==> config.mk <==
export PLATFORM = sky130hd
export DESIGN_NAME = pwrseq_ctrl
export DESIGN_NICKNAME = d
export VERILOG_FILES = /design/src/rtl/pwrseq_pkg.sv /design/src/rtl/pwrseq_regs.sv /design/src/rtl/pwrseq_timer.sv /design/src/rtl/pwrseq_chan.sv /design/src/rtl/pwrseq_ctrl.sv
export SDC_FILE = /design/constraint.sdc
export NUM_CORES = 1
export LEC_CHECK = 0
export ABC_CLOCK_PERIOD_IN_PS = 7500
export BUFFER_PORTS_ARGS = -buffer_cell sky130_fd_sc_hd__buf_2
export CAP_MARGIN = 40
export CORE_MARGIN = 2
export CORE_UTILIZATION = 60
export DETAILED_ROUTE_END_ITERATION = 8
export GPL_TIMING_DRIVEN = 0
export HOLD_SLACK_MARGIN = 0.03
export PLACE_DENSITY = 0.78
export SKIP_CTS_REPAIR_TIMING = 1
export SLEW_MARGIN = 10
export SYNTH_ARGS = -nofsm -noshare
export SYNTH_HDL_FRONTEND = slang
export SYNTH_SLANG_ARGS = --single-unit
==> constraint.sdc <==
create_clock -name clk -period 7.5 [get_ports clk]
set_input_delay 0.75 -clock clk [delete_from_list [all_inputs] [get_ports clk]]
set_output_delay 0.75 -clock clk [all_outputs]
set_load 0.05 [all_outputs]
==> src/rtl/pwrseq_pkg.sv <==
package pwrseq_pkg;
  localparam int NUM_TMR  = 3;
  localparam int NUM_SLOT = 8;

  typedef enum logic [1:0] {
    TSRC_NONE  = 2'd0,
    TSRC_PIN_A = 2'd1,
    TSRC_PIN_B = 2'd2,
    TSRC_SOFT  = 2'd3
  } tsrc_e;

  typedef enum logic [1:0] {
    DRESP_HOLD  = 2'd0,
    DRESP_OFF   = 2'd1,
    DRESP_LPM   = 2'd2,
    DRESP_HOLD2 = 2'd3
  } dresp_e;

  typedef struct packed {
    logic       soft_en;
    logic [2:0] per_code;
    tsrc_e      src;
  } tmr_cfg_t;

  typedef struct packed {
    logic       soft_on;
    dresp_e     resp;
    logic [2:0] dn_slot;
    logic [2:0] up_slot;
    logic [1:0] src;
  } ch_cfg_t;

  // Slot interval in ticks: base doubled once per code step.
  function automatic int unsigned period_ticks(input logic [2:0] code,
                                               input int unsigned base);
    return base << code;
  endfunction
endpackage

==> src/rtl/pwrseq_regs.sv <==
module pwrseq_regs
  import pwrseq_pkg::*;
#(
  parameter int NUM_CH = 8,
  parameter int ADDR_W = 4,
  parameter int DATA_W = $bits(ch_cfg_t)
) (
  input  logic              clk,
  input  logic              rst_n,
  input  logic              wr_en,
  input  logic [ADDR_W-1:0] wr_addr,
  input  logic [DATA_W-1:0] wr_data,
  output tmr_cfg_t          tmr_cfg [NUM_TMR],
  output ch_cfg_t           ch_cfg  [NUM_CH]
);
  localparam int CH_BASE = 8;
  localparam int TW      = $bits(tmr_cfg_t);

  for (genvar t = 0; t < NUM_TMR; t++) begin : g_tmr
    always_ff @(posedge clk) begin
      if (!rst_n)
        tmr_cfg[t] <= '0;
      else if (wr_en && wr_addr == ADDR_W'(t))
        tmr_cfg[t] <= tmr_cfg_t'(wr_data[TW-1:0]);
    end
  end

  for (genvar c = 0; c < NUM_CH; c++) begin : g_ch
    always_ff @(posedge clk) begin
      if (!rst_n)
        ch_cfg[c] <= '0;
      else if (wr_en && wr_addr == ADDR_W'(CH_BASE + c))
        ch_cfg[c] <= ch_cfg_t'(wr_data);
    end
  end
endmodule

==> src/rtl/pwrseq_timer.sv <==
module pwrseq_timer
  import pwrseq_pkg::*;
#(
  parameter int BASE_TICKS = 40,
  parameter int CNT_W      = $clog2((BASE_TICKS << 7) + 1)
) (
  input  logic       clk,
  input  logic       rst_n,
  input  logic       tick,
  input  logic       en_lvl,
  input  logic [2:0] per_code,
  output logic       slot_evt,
  output logic [2:0] slot_idx,
  output logic       slot_dir,
  output logic       busy,
  output logic       done
);
  logic             en_q;
  logic [CNT_W-1:0] tcnt;
  logic [2:0]       scnt;
  logic [CNT_W-1:0] lim;
  logic             edge_seen;

  assign edge_seen = en_lvl ^ en_q;
  assign lim       = CNT_W'(period_ticks(per_code, BASE_TICKS) - 1);

  always_ff @(posedge clk) begin
    if (!rst_n) begin
      en_q     <= 1'b0;
      tcnt     <= '0;
      scnt     <= '0;
      slot_evt <= 1'b0;
      slot_idx <= '0;
      slot_dir <= 1'b0;
      busy     <= 1'b0;
      done     <= 1'b0;
    end else begin
      en_q     <= en_lvl;
      slot_evt <= 1'b0;
      done     <= slot_evt && (slot_idx == 3'(NUM_SLOT - 1));
      if (edge_seen) begin
        busy     <= 1'b1;
        slot_dir <= en_lvl;
        tcnt     <= '0;
        scnt     <= '0;
      end else if (busy && tick) begin
        if (tcnt >= lim) begin
          tcnt     <= '0;
          slot_evt <= 1'b1;
          slot_idx <= scnt;
          scnt     <= scnt + 3'd1;
          if (scnt == 3'(NUM_SLOT - 1))
            busy <= 1'b0;
        end else begin
          tcnt <= tcnt + 1'b1;
        end
      end
    end
  end
endmodule

==> src/rtl/pwrseq_chan.sv <==
module pwrseq_chan
  import pwrseq_pkg::*;
(
  input  logic                       clk,
  input  logic                       rst_n,
  input  ch_cfg_t                    cfg,
  input  logic [NUM_TMR-1:0]         evt,
  input  logic [NUM_TMR-1:0][2:0]    idx,
  input  logic [NUM_TMR-1:0]         dir,
  output logic                       on,
  output logic                       lpm
);
  logic       soft_mode;
  logic [1:0] sel;
  logic       hit_up;
  logic       hit_dn;

  always_comb begin
    soft_mode = (cfg.src == 2'd0);
    sel       = soft_mode ? 2'd0 : cfg.src - 2'd1;
    hit_up    = !soft_mode && evt[sel] &&  dir[sel] && idx[sel] == cfg.up_slot;
    hit_dn    = !soft_mode && evt[sel] && !dir[sel] && idx[sel] == cfg.dn_slot;
  end

  always_ff @(posedge clk) begin
    if (!rst_n) begin
      on  <= 1'b0;
      lpm <= 1'b0;
    end else if (soft_mode) begin
      on  <= cfg.soft_on;
      lpm <= 1'b0;
    end else if (hit_up) begin
      on  <= 1'b1;
      lpm <= 1'b0;
    end else if (hit_dn) begin
      case (cfg.resp)
        DRESP_OFF: begin
          on  <= 1'b0;
          lpm <= 1'b0;
        end
        DRESP_LPM: lpm <= on;
        default:   ;
      endcase
    end
  end
endmodule

==> src/rtl/pwrseq_ctrl.sv <==
module pwrseq_ctrl
  import pwrseq_pkg::*;
#(
  parameter int NUM_CH     = 8,
  parameter int BASE_TICKS = 40,
  parameter int ADDR_W     = 4
) (
  input  logic                      clk,
  input  logic                      rst_n,
  input  logic                      tick,
  input  logic                      en_pin_a,
  input  logic                      en_pin_b,
  input  logic                      wr_en,
  input  logic [ADDR_W-1:0]         wr_addr,
  input  logic [$bits(ch_cfg_t)-1:0] wr_data,
  output logic [NUM_CH-1:0]         ch_on,
  output logic [NUM_CH-1:0]         ch_lpm,
  output logic [NUM_TMR-1:0]        tmr_busy,
  output logic [NUM_TMR-1:0]        tmr_done
);
  tmr_cfg_t                  tmr_cfg [NUM_TMR];
  ch_cfg_t                   ch_cfg  [NUM_CH];
  logic [NUM_TMR-1:0]        t_en;
  logic [NUM_TMR-1:0]        t_evt;
  logic [NUM_TMR-1:0][2:0]   t_idx;
  logic [NUM_TMR-1:0]        t_dir;
  logic [NUM_CH-1:0]         ch_softmode;
  logic [NUM_CH-1:0]         ch_softbit;

  pwrseq_regs #(.NUM_CH(NUM_CH), .ADDR_W(ADDR_W)) regs_i (
    .clk(clk), .rst_n(rst_n), .wr_en(wr_en), .wr_addr(wr_addr),
    .wr_data(wr_data), .tmr_cfg(tmr_cfg), .ch_cfg(ch_cfg)
  );

  for (genvar t = 0; t < NUM_TMR; t++) begin : g_tmr
    always_comb begin
      case (tmr_cfg[t].src)
        TSRC_PIN_A: t_en[t] = en_pin_a;
        TSRC_PIN_B: t_en[t] = en_pin_b;
        TSRC_SOFT:  t_en[t] = tmr_cfg[t].soft_en;
        default:    t_en[t] = 1'b0;
      endcase
    end

    pwrseq_timer #(.BASE_TICKS(BASE_TICKS)) tmr_i (
      .clk(clk), .rst_n(rst_n), .tick(tick), .en_lvl(t_en[t]),
      .per_code(tmr_cfg[t].per_code), .slot_evt(t_evt[t]),
      .slot_idx(t_idx[t]), .slot_dir(t_dir[t]),
      .busy(tmr_busy[t]), .done(tmr_done[t])
    );
  end

  for (genvar c = 0; c < NUM_CH; c++) begin : g_ch
    assign ch_softmode[c] = (ch_cfg[c].src == 2'd0);
    assign ch_softbit[c]  = ch_cfg[c].soft_on;

    pwrseq_chan chan_i (
      .clk(clk), .rst_n(rst_n), .cfg(ch_cfg[c]), .evt(t_evt),
      .idx(t_idx), .dir(t_dir), .on(ch_on[c]), .lpm(ch_lpm[c])
    );
  end
endmodule

# --- After elaboration in Yosys (flattened, before gate mapping) ---
# Index checks and enable logic that the tools add are counted.
op_classes:
  addsub: 17
  n_lt_le_gt_ge: 11
  n_eq_ne: 57
  shift: 3
  n_mux: 117
  bitwise_logic: 10
  reduce_logical: 154
op_table:
  columns: ["operator", "count"]
  rows:
  - ["2-to-1 mux 1 bit", 63]
  - ["logical AND 1 bit", 57]
  - ["binary-select mux 3 bit (select 2 bit)", 8]
  - ["equality test 3 bit", 16]
  - ["nonzero test 3 bit", 16]
  - ["adder 13 x 1 -> 13 bit, second input constant", 3]
  - [">= comparator 13 bit", 3]
  - ["2-to-1 mux 13 bit", 3]
  - ["<< shifter 6 x 3 -> 13 bit, first input constant", 3]
  - ["subtractor 13 x 1 -> 13 bit, second input constant", 3]
  - ["AND reduction 2 bit", 19]
  - ["nonzero test 2 bit", 17]
  - ["OR reduction 3 bit", 11]
  - ["binary-select mux 1 bit (select 2 bit)", 16]
  - ["equality test 4 bit, second input constant", 8]
  - ["equality test 2 bit, second input constant", 14]
  - ["less-than comparator 2 x 3 -> 1 bit, second input constant", 8]
  - ["2-to-1 mux 3 bit", 8]
  - ["equality test 2 x 1 -> 1 bit, second input constant", 11]
  - ["equality test 3 bit, second input constant", 6]
  - ["AND reduction 3 bit", 6]
  - ["logical NOT 1 bit", 16]
  - ["logical NOT 2 bit", 8]
  - ["2-to-1 mux 2 bit", 8]
  - ["other kinds (10)", 38]
totals:
  register_bits: 194
  input_bits: 21
  output_inout_bits: 22

# --- Logic depth before layout (Yosys ltp) ---
logic_depth:
  word_depth: 10
  ltp_mapped: 15
  depth_no_buf: 12

# --- Modules after synthesis ---
# Synthesis repeated with hierarchy kept, for this count alone.
unflattened:
  hier_cells: 1207
  area_unflattened_um2: 10980.5
modules_own_cells:
  columns: ["mod", "instances", "cells_each", "area_per_inst_um2", "seq_area_each_um2"]
  rows:
  - ["pwrseq_regs", 1, 376, 3881.2, 2122.0]
  - ["pwrseq_chan", 8, 43, 362.8, 40.0]
  - ["pwrseq_timer (g_tmr[0].tmr_i ...)", 2, 163, 1397.6, 480.5]
  - ["pwrseq_timer (g_tmr[2].tmr_i)", 1, 152, 1330.0, 480.5]
  - ["pwrseq_ctrl", 1, 9, 71.3, 0.0]

# --- Worst setup path after synthesis ---
# Ideal clock, no wire load.
synth_timing:
  kind: "register to register"
  start: "register, netlist name regs_i.tmr_cfg[2]"
  end: "register g_tmr[2].tmr_i.tcnt[10]"
  setup_time_ns: 0.128
  arrival_ns: 2.652
  required_time_ns: 7.372
  slack_ns: 4.721
  stages_incl_launch_ff: 15
  synth_period_minus_slack_ns: 2.779
  cell_sequence: "dfxtp_1 -> clkbuf_1 -> nor2_1 -> nand2_1 -> ha_1 -> and3_1 -> o21ai_0 -> ha_1 -> a21oi_1 -> o21ai_0 -> o21ai_0 -> nor2_1 -> or2_1 -> clkbuf_1 -> nor2_1"
synth_between:
  elab_chain_cells: 4
synth_lines:
  columns: ["element", "line_no", "text"]
  rows:
  - ["<< shifter 6 x 3 -> 13 bit", "pwrseq_pkg.sv:36", "return base << code;"]
  - ["subtractor 13 x 1 -> 13 bit", "pwrseq_timer.sv:25", "assign lim = CNT_W'(period_ticks(per_code, BASE_TICKS) - 1);"]
  - [">= comparator 13 bit", "pwrseq_timer.sv:47", "if (tcnt >= lim) begin"]
  - ["2-to-1 mux 13 bit", "pwrseq_timer.sv:47", null]
  - ["to (signal assigned)", "pwrseq_timer.sv:55", "tcnt <= tcnt + 1'b1;"]
  - ["to (decl)", "pwrseq_timer.sv:19", "logic [CNT_W-1:0] tcnt;"]
# Every way passes these cells.
# A chain may end at the register's enable or synchronous reset.

# --- Final worst setup path ---
layout_timing:
  start: "register, netlist name regs_i.tmr_cfg[2]"
  end: "register g_tmr[2].tmr_i.tcnt[8]"
layout_between:
  elab_chain_cells: 4
layout_lines:
  columns: ["element", "line_no"]
  rows:
  - ["<< shifter 6 x 3 -> 13 bit", "pwrseq_pkg.sv:36"]
  - ["subtractor 13 x 1 -> 13 bit", "pwrseq_timer.sv:25"]
  - [">= comparator 13 bit", "pwrseq_timer.sv:47"]
  - ["2-to-1 mux 13 bit", "pwrseq_timer.sv:47"]
# Every way passes these cells.

==> reports/metrics.csv <==
stage,metric,value,unit
sta,final setup violation count,0,
critical_path,crit path max fanout,10,
sta,Final Skew,0.00757,ns
critical_path,crit path kind,register to register,
layout,share of layout cells above drive strength 1,8.63,%
grt,vias in the first global route,8894,
layout,Synth-to-Final Area Change,9.76,%
synthesis,share of the synthesized area in the top cell type,35.3,%
clock_network,clk_lat worst skew,0.44,ns
routing,Via density,5.88,
die,FP Rows,49,
synthesis,Synth Warn #,0,
layout,fin cells,1619,
sta,Final Slew Violations,0,
grt,GR Util All Layers,29.5,%
clock_network,clk sinks,194,
place,Placed Area,11500,um^2
critical_path,element type at the critical path start,register,
clock_network,Inserted Clock Buffers,17,
grt,largest net degree at the start of global routing,17,
pwr,PwrDens,173,nW/um^2
grt,antenna violations before repair,0,
pwr,Leakage,4.64,nW
sta,fin crit period,3.42,ns
synthesis,Yosys top cell by area,dfxtp_1,
place,gpl congestion,0.937,
routing,routed wire length,28800,um
place,placed instance count,1588,
routing,DRC Markers,0,
critical_path,arrival time at the worst endpoint,3.73,ns
critical_path,R2R Path Start,regs_i.tmr_cfg[2],
grt,global routing usage on met3,5.33,%
routing,WL/cell,17.8,um
sta,period utilization,45.6,%
clock_network,CTS tree,built,
synthesis,Post-synth EDFFs,0,
synthesis,post-synthesis sequential element count,194,
die,die area,19400,um^2
sta,Final Hold Viols,0,
synthesis,Post-Syn Area,11000,um^2
routing,post-route ant nets,0,
layout,final core occ,67.2,%
clock_network,Root Driver,clkbuf_16,
place,Post-DP HPWL,19600,um
clock_network,"CTS clk-pin slew, worst paths",0.07,ns
grt,grt met1 use,39.6,%
sta,setup TNS,0,ns
synthesis,synthesized netlist cell count,1321,
synthesis,syn nets,1400,
run,Max Cap Viol,0,
place,port bufs,37,
die,core footprint,18000,um^2
layout,Antenna Cells,0,
synthesis,Synth cell types,65,
sta,worst slew pin tran,0.941,ns
hold_path,WHS Endpoint,regs_i.ch_cfg[54],
die,IO Pins,43,
layout,final-stage net count,1457,
pwr,largest vdd supply drop,0.151,mV
synthesis,synth top area cells,"dfxtp_1 35%, mux2i_1 11%, ha_1 6.6%",
critical_path,RR Endpoint,g_tmr[2].tmr_i.tcnt[8],
critical_path,R2R depth,14,
status,result of the run,"complete, no violations",
grt,first-pass GRT wire length,45800,um
layout,final instance area,12100,um^2
sta,Fmax,293,MHz
grt,GR Layer Usage met2,47.8,%
routing,1st-iter DRT viols,905,
synthesis,asr flop ratio synth,0,%
clock_network,H-tree depth,4,
clock_network,CTS Buffer Depth,2,
die,DIE WIDTH,139,um
critical_path,Worst EP required,7.81,ns
hold_path,Min-Delay Path Class,register to register,
synthesis,Syn Area/Cell,8.32,um^2
die,die height,139,um
routing,first-pass iteration count of the detailed router,5,
synthesis,Main synth FF type,dfxtp_1,
sta,Rel. slew slack,37.2,%
synthesis,post-synthesis sequential area ratio,35.3,%
pwr,Total Power,2.09,mW
critical_path,r2r setup slk,4.08,ns
hold_path,worst hold stages,2,
grt,GR peak layer,met2,
sta,RSZ-0062 raised after global routing,false,
die,Initial Utilization,61.2,%
hold_path,hold_sp,regs_i.ch_cfg[54],
routing,via count,9519,
critical_path,Critical Path End Type,register,
grt,GRT Residual Overflow,0,
-- cells by family (layout without fill, tap and decap cells) --
kind of cell / count (synthesis) / count (layout) / synth area share [%]
adders and majority gates: 58 / 58 / 6.60
muxes: 126 / 126 / 11.6
AOI/OAI and AO/OA: 213 / 213 / 11.6
xor gates and xnor gates: 109 / 109 / 8.68
and+or+nand+nor: 467 / 467 / 19.4
buffers and inverters: 154 / 223 / 6.74
DFF: 194 / 194 / 35.3
-- area by class of cell --
type | count | area, um^2
multi-input combinational | 973 | 6370
buffer | 107 | 564
sequential | 194 | 3880
clock inverter | 7 | 98.8
tap | 229 | 287
inverter | 47 | 176
timing repair buffer | 38 | 196
fill | 1494 | 5900
clock buffer | 24 | 492
-- worst max path at each step --
stage	start	to	slack [ns]	depth (start not counted)
CTS	regs_i.tmr_cfg[2]	g_tmr[2].tmr_i.tcnt[8]	4.09	14
detailed placement	regs_i.tmr_cfg[2]	g_tmr[2].tmr_i.tcnt[12]	4.16	14
finish	regs_i.tmr_cfg[2]	g_tmr[2].tmr_i.tcnt[8]	4.08	14
global route	regs_i.tmr_cfg[2]	g_tmr[2].tmr_i.tcnt[6]	3.69	14
global placement	regs_i.tmr_cfg[2]	g_tmr[2].tmr_i.tcnt[12]	4.23	14
floorplan	regs_i.tmr_cfg[2]	g_tmr[2].tmr_i.tcnt[10]	4.72	14
-- worst max-delay path: stages, from the launching register on --
cell,delay [ns]
dfxtp_1,0.31
clkbuf_1,0.20
nor2_1,0.21
nand2_1,0.10
ha_1,0.24
and3_1,0.18
o21ai_0,0.17
ha_1,0.17
a21oi_1,0.06
o21ai_0,0.35
o21ai_0,0.24
nor2_1,0.36
or2_1,0.22
clkbuf_1,0.38
nor2_1,0.10
-- synthesized netlist by cell type (22+ instances only) --
cell	n
a21oi_1	105
nand2_1	165
inv_1	47
ha_1	58
xnor2_1	54
xor2_1	55
buf_4	22
o21ai_0	44
dfxtp_1	194
nor2_1	163
clkbuf_1	56
mux2i_1	120
-- metal layers --
layer	vias to the layer above	wire length, um
li1	4579	-
met1	4490	12600
met2	373	13100
met3	77	2320
met4	0	832
met5	-	0
-- flip-flops by register name (all words and copies together) (netlist names) --
register and flops:
g_tmr.tmr_i.tcnt 39, g_tmr.tmr_i.busy 3, regs_i.tmr_cfg 18, g_tmr.tmr_i.scnt 9, regs_i.ch_cfg 88, g_tmr.tmr_i.slot_evt 3, g_tmr.tmr_i.slot_dir 3, g_tmr.tmr_i.en_q 3
g_tmr.tmr_i.slot_idx 9, g_ch.chan_i.on 8, g_tmr.tmr_i.done 3, g_ch.chan_i.lpm 8
-- power breakdown --
| group | leakage [nW] | total (mW) | internal, mW | switching, mW |
|---|---|---|---|---|
| registers | 1.56 | 1.05 | 1.04 | 0.00808 |
| clock network | 0.287 | 0.927 | 0.527 | 0.400 |
| logic | 2.78 | 0.114 | 0.0332 | 0.0807 |
-- metrics by stage --
step / hold WS [ns] / setup WS (ns)
5_1_grt: 0.483 / 3.69
3_5_place_dp: 0.458 / 4.16
2_1_floorplan: 0.432 / 4.72
6_report: 0.464 / 4.08
3_3_place_gp: 0.442 / 4.23
4_1_cts: 0.468 / 4.09
-- layout by cell type, fill, tap and decap left out, drive strengths merged, types with 4 or more instances in the layout --
cell     synthesis  final
nor4b            4      4
nor3b           10     10
clkbuf          60     84
nand3           21     21
nor2           163    163
nand2b          10     10
xor2            55     55
inv             47     48
nor3            10     10
nor4             4      4
a2111oi          8      8
and3            19     19
o211ai           8      8
dfxtp          194    194
xnor2           54     54
ha              58     58
o21ai           45     45
a211oi          10     10
and2            10     10
buf             47     85
nand2          165    165
mux2i          123    123
nand4           18     18
a21oi          105    105
nand3b          11     11
or2              4      4
Note: power is estimated with default switching activity, not from simulation.
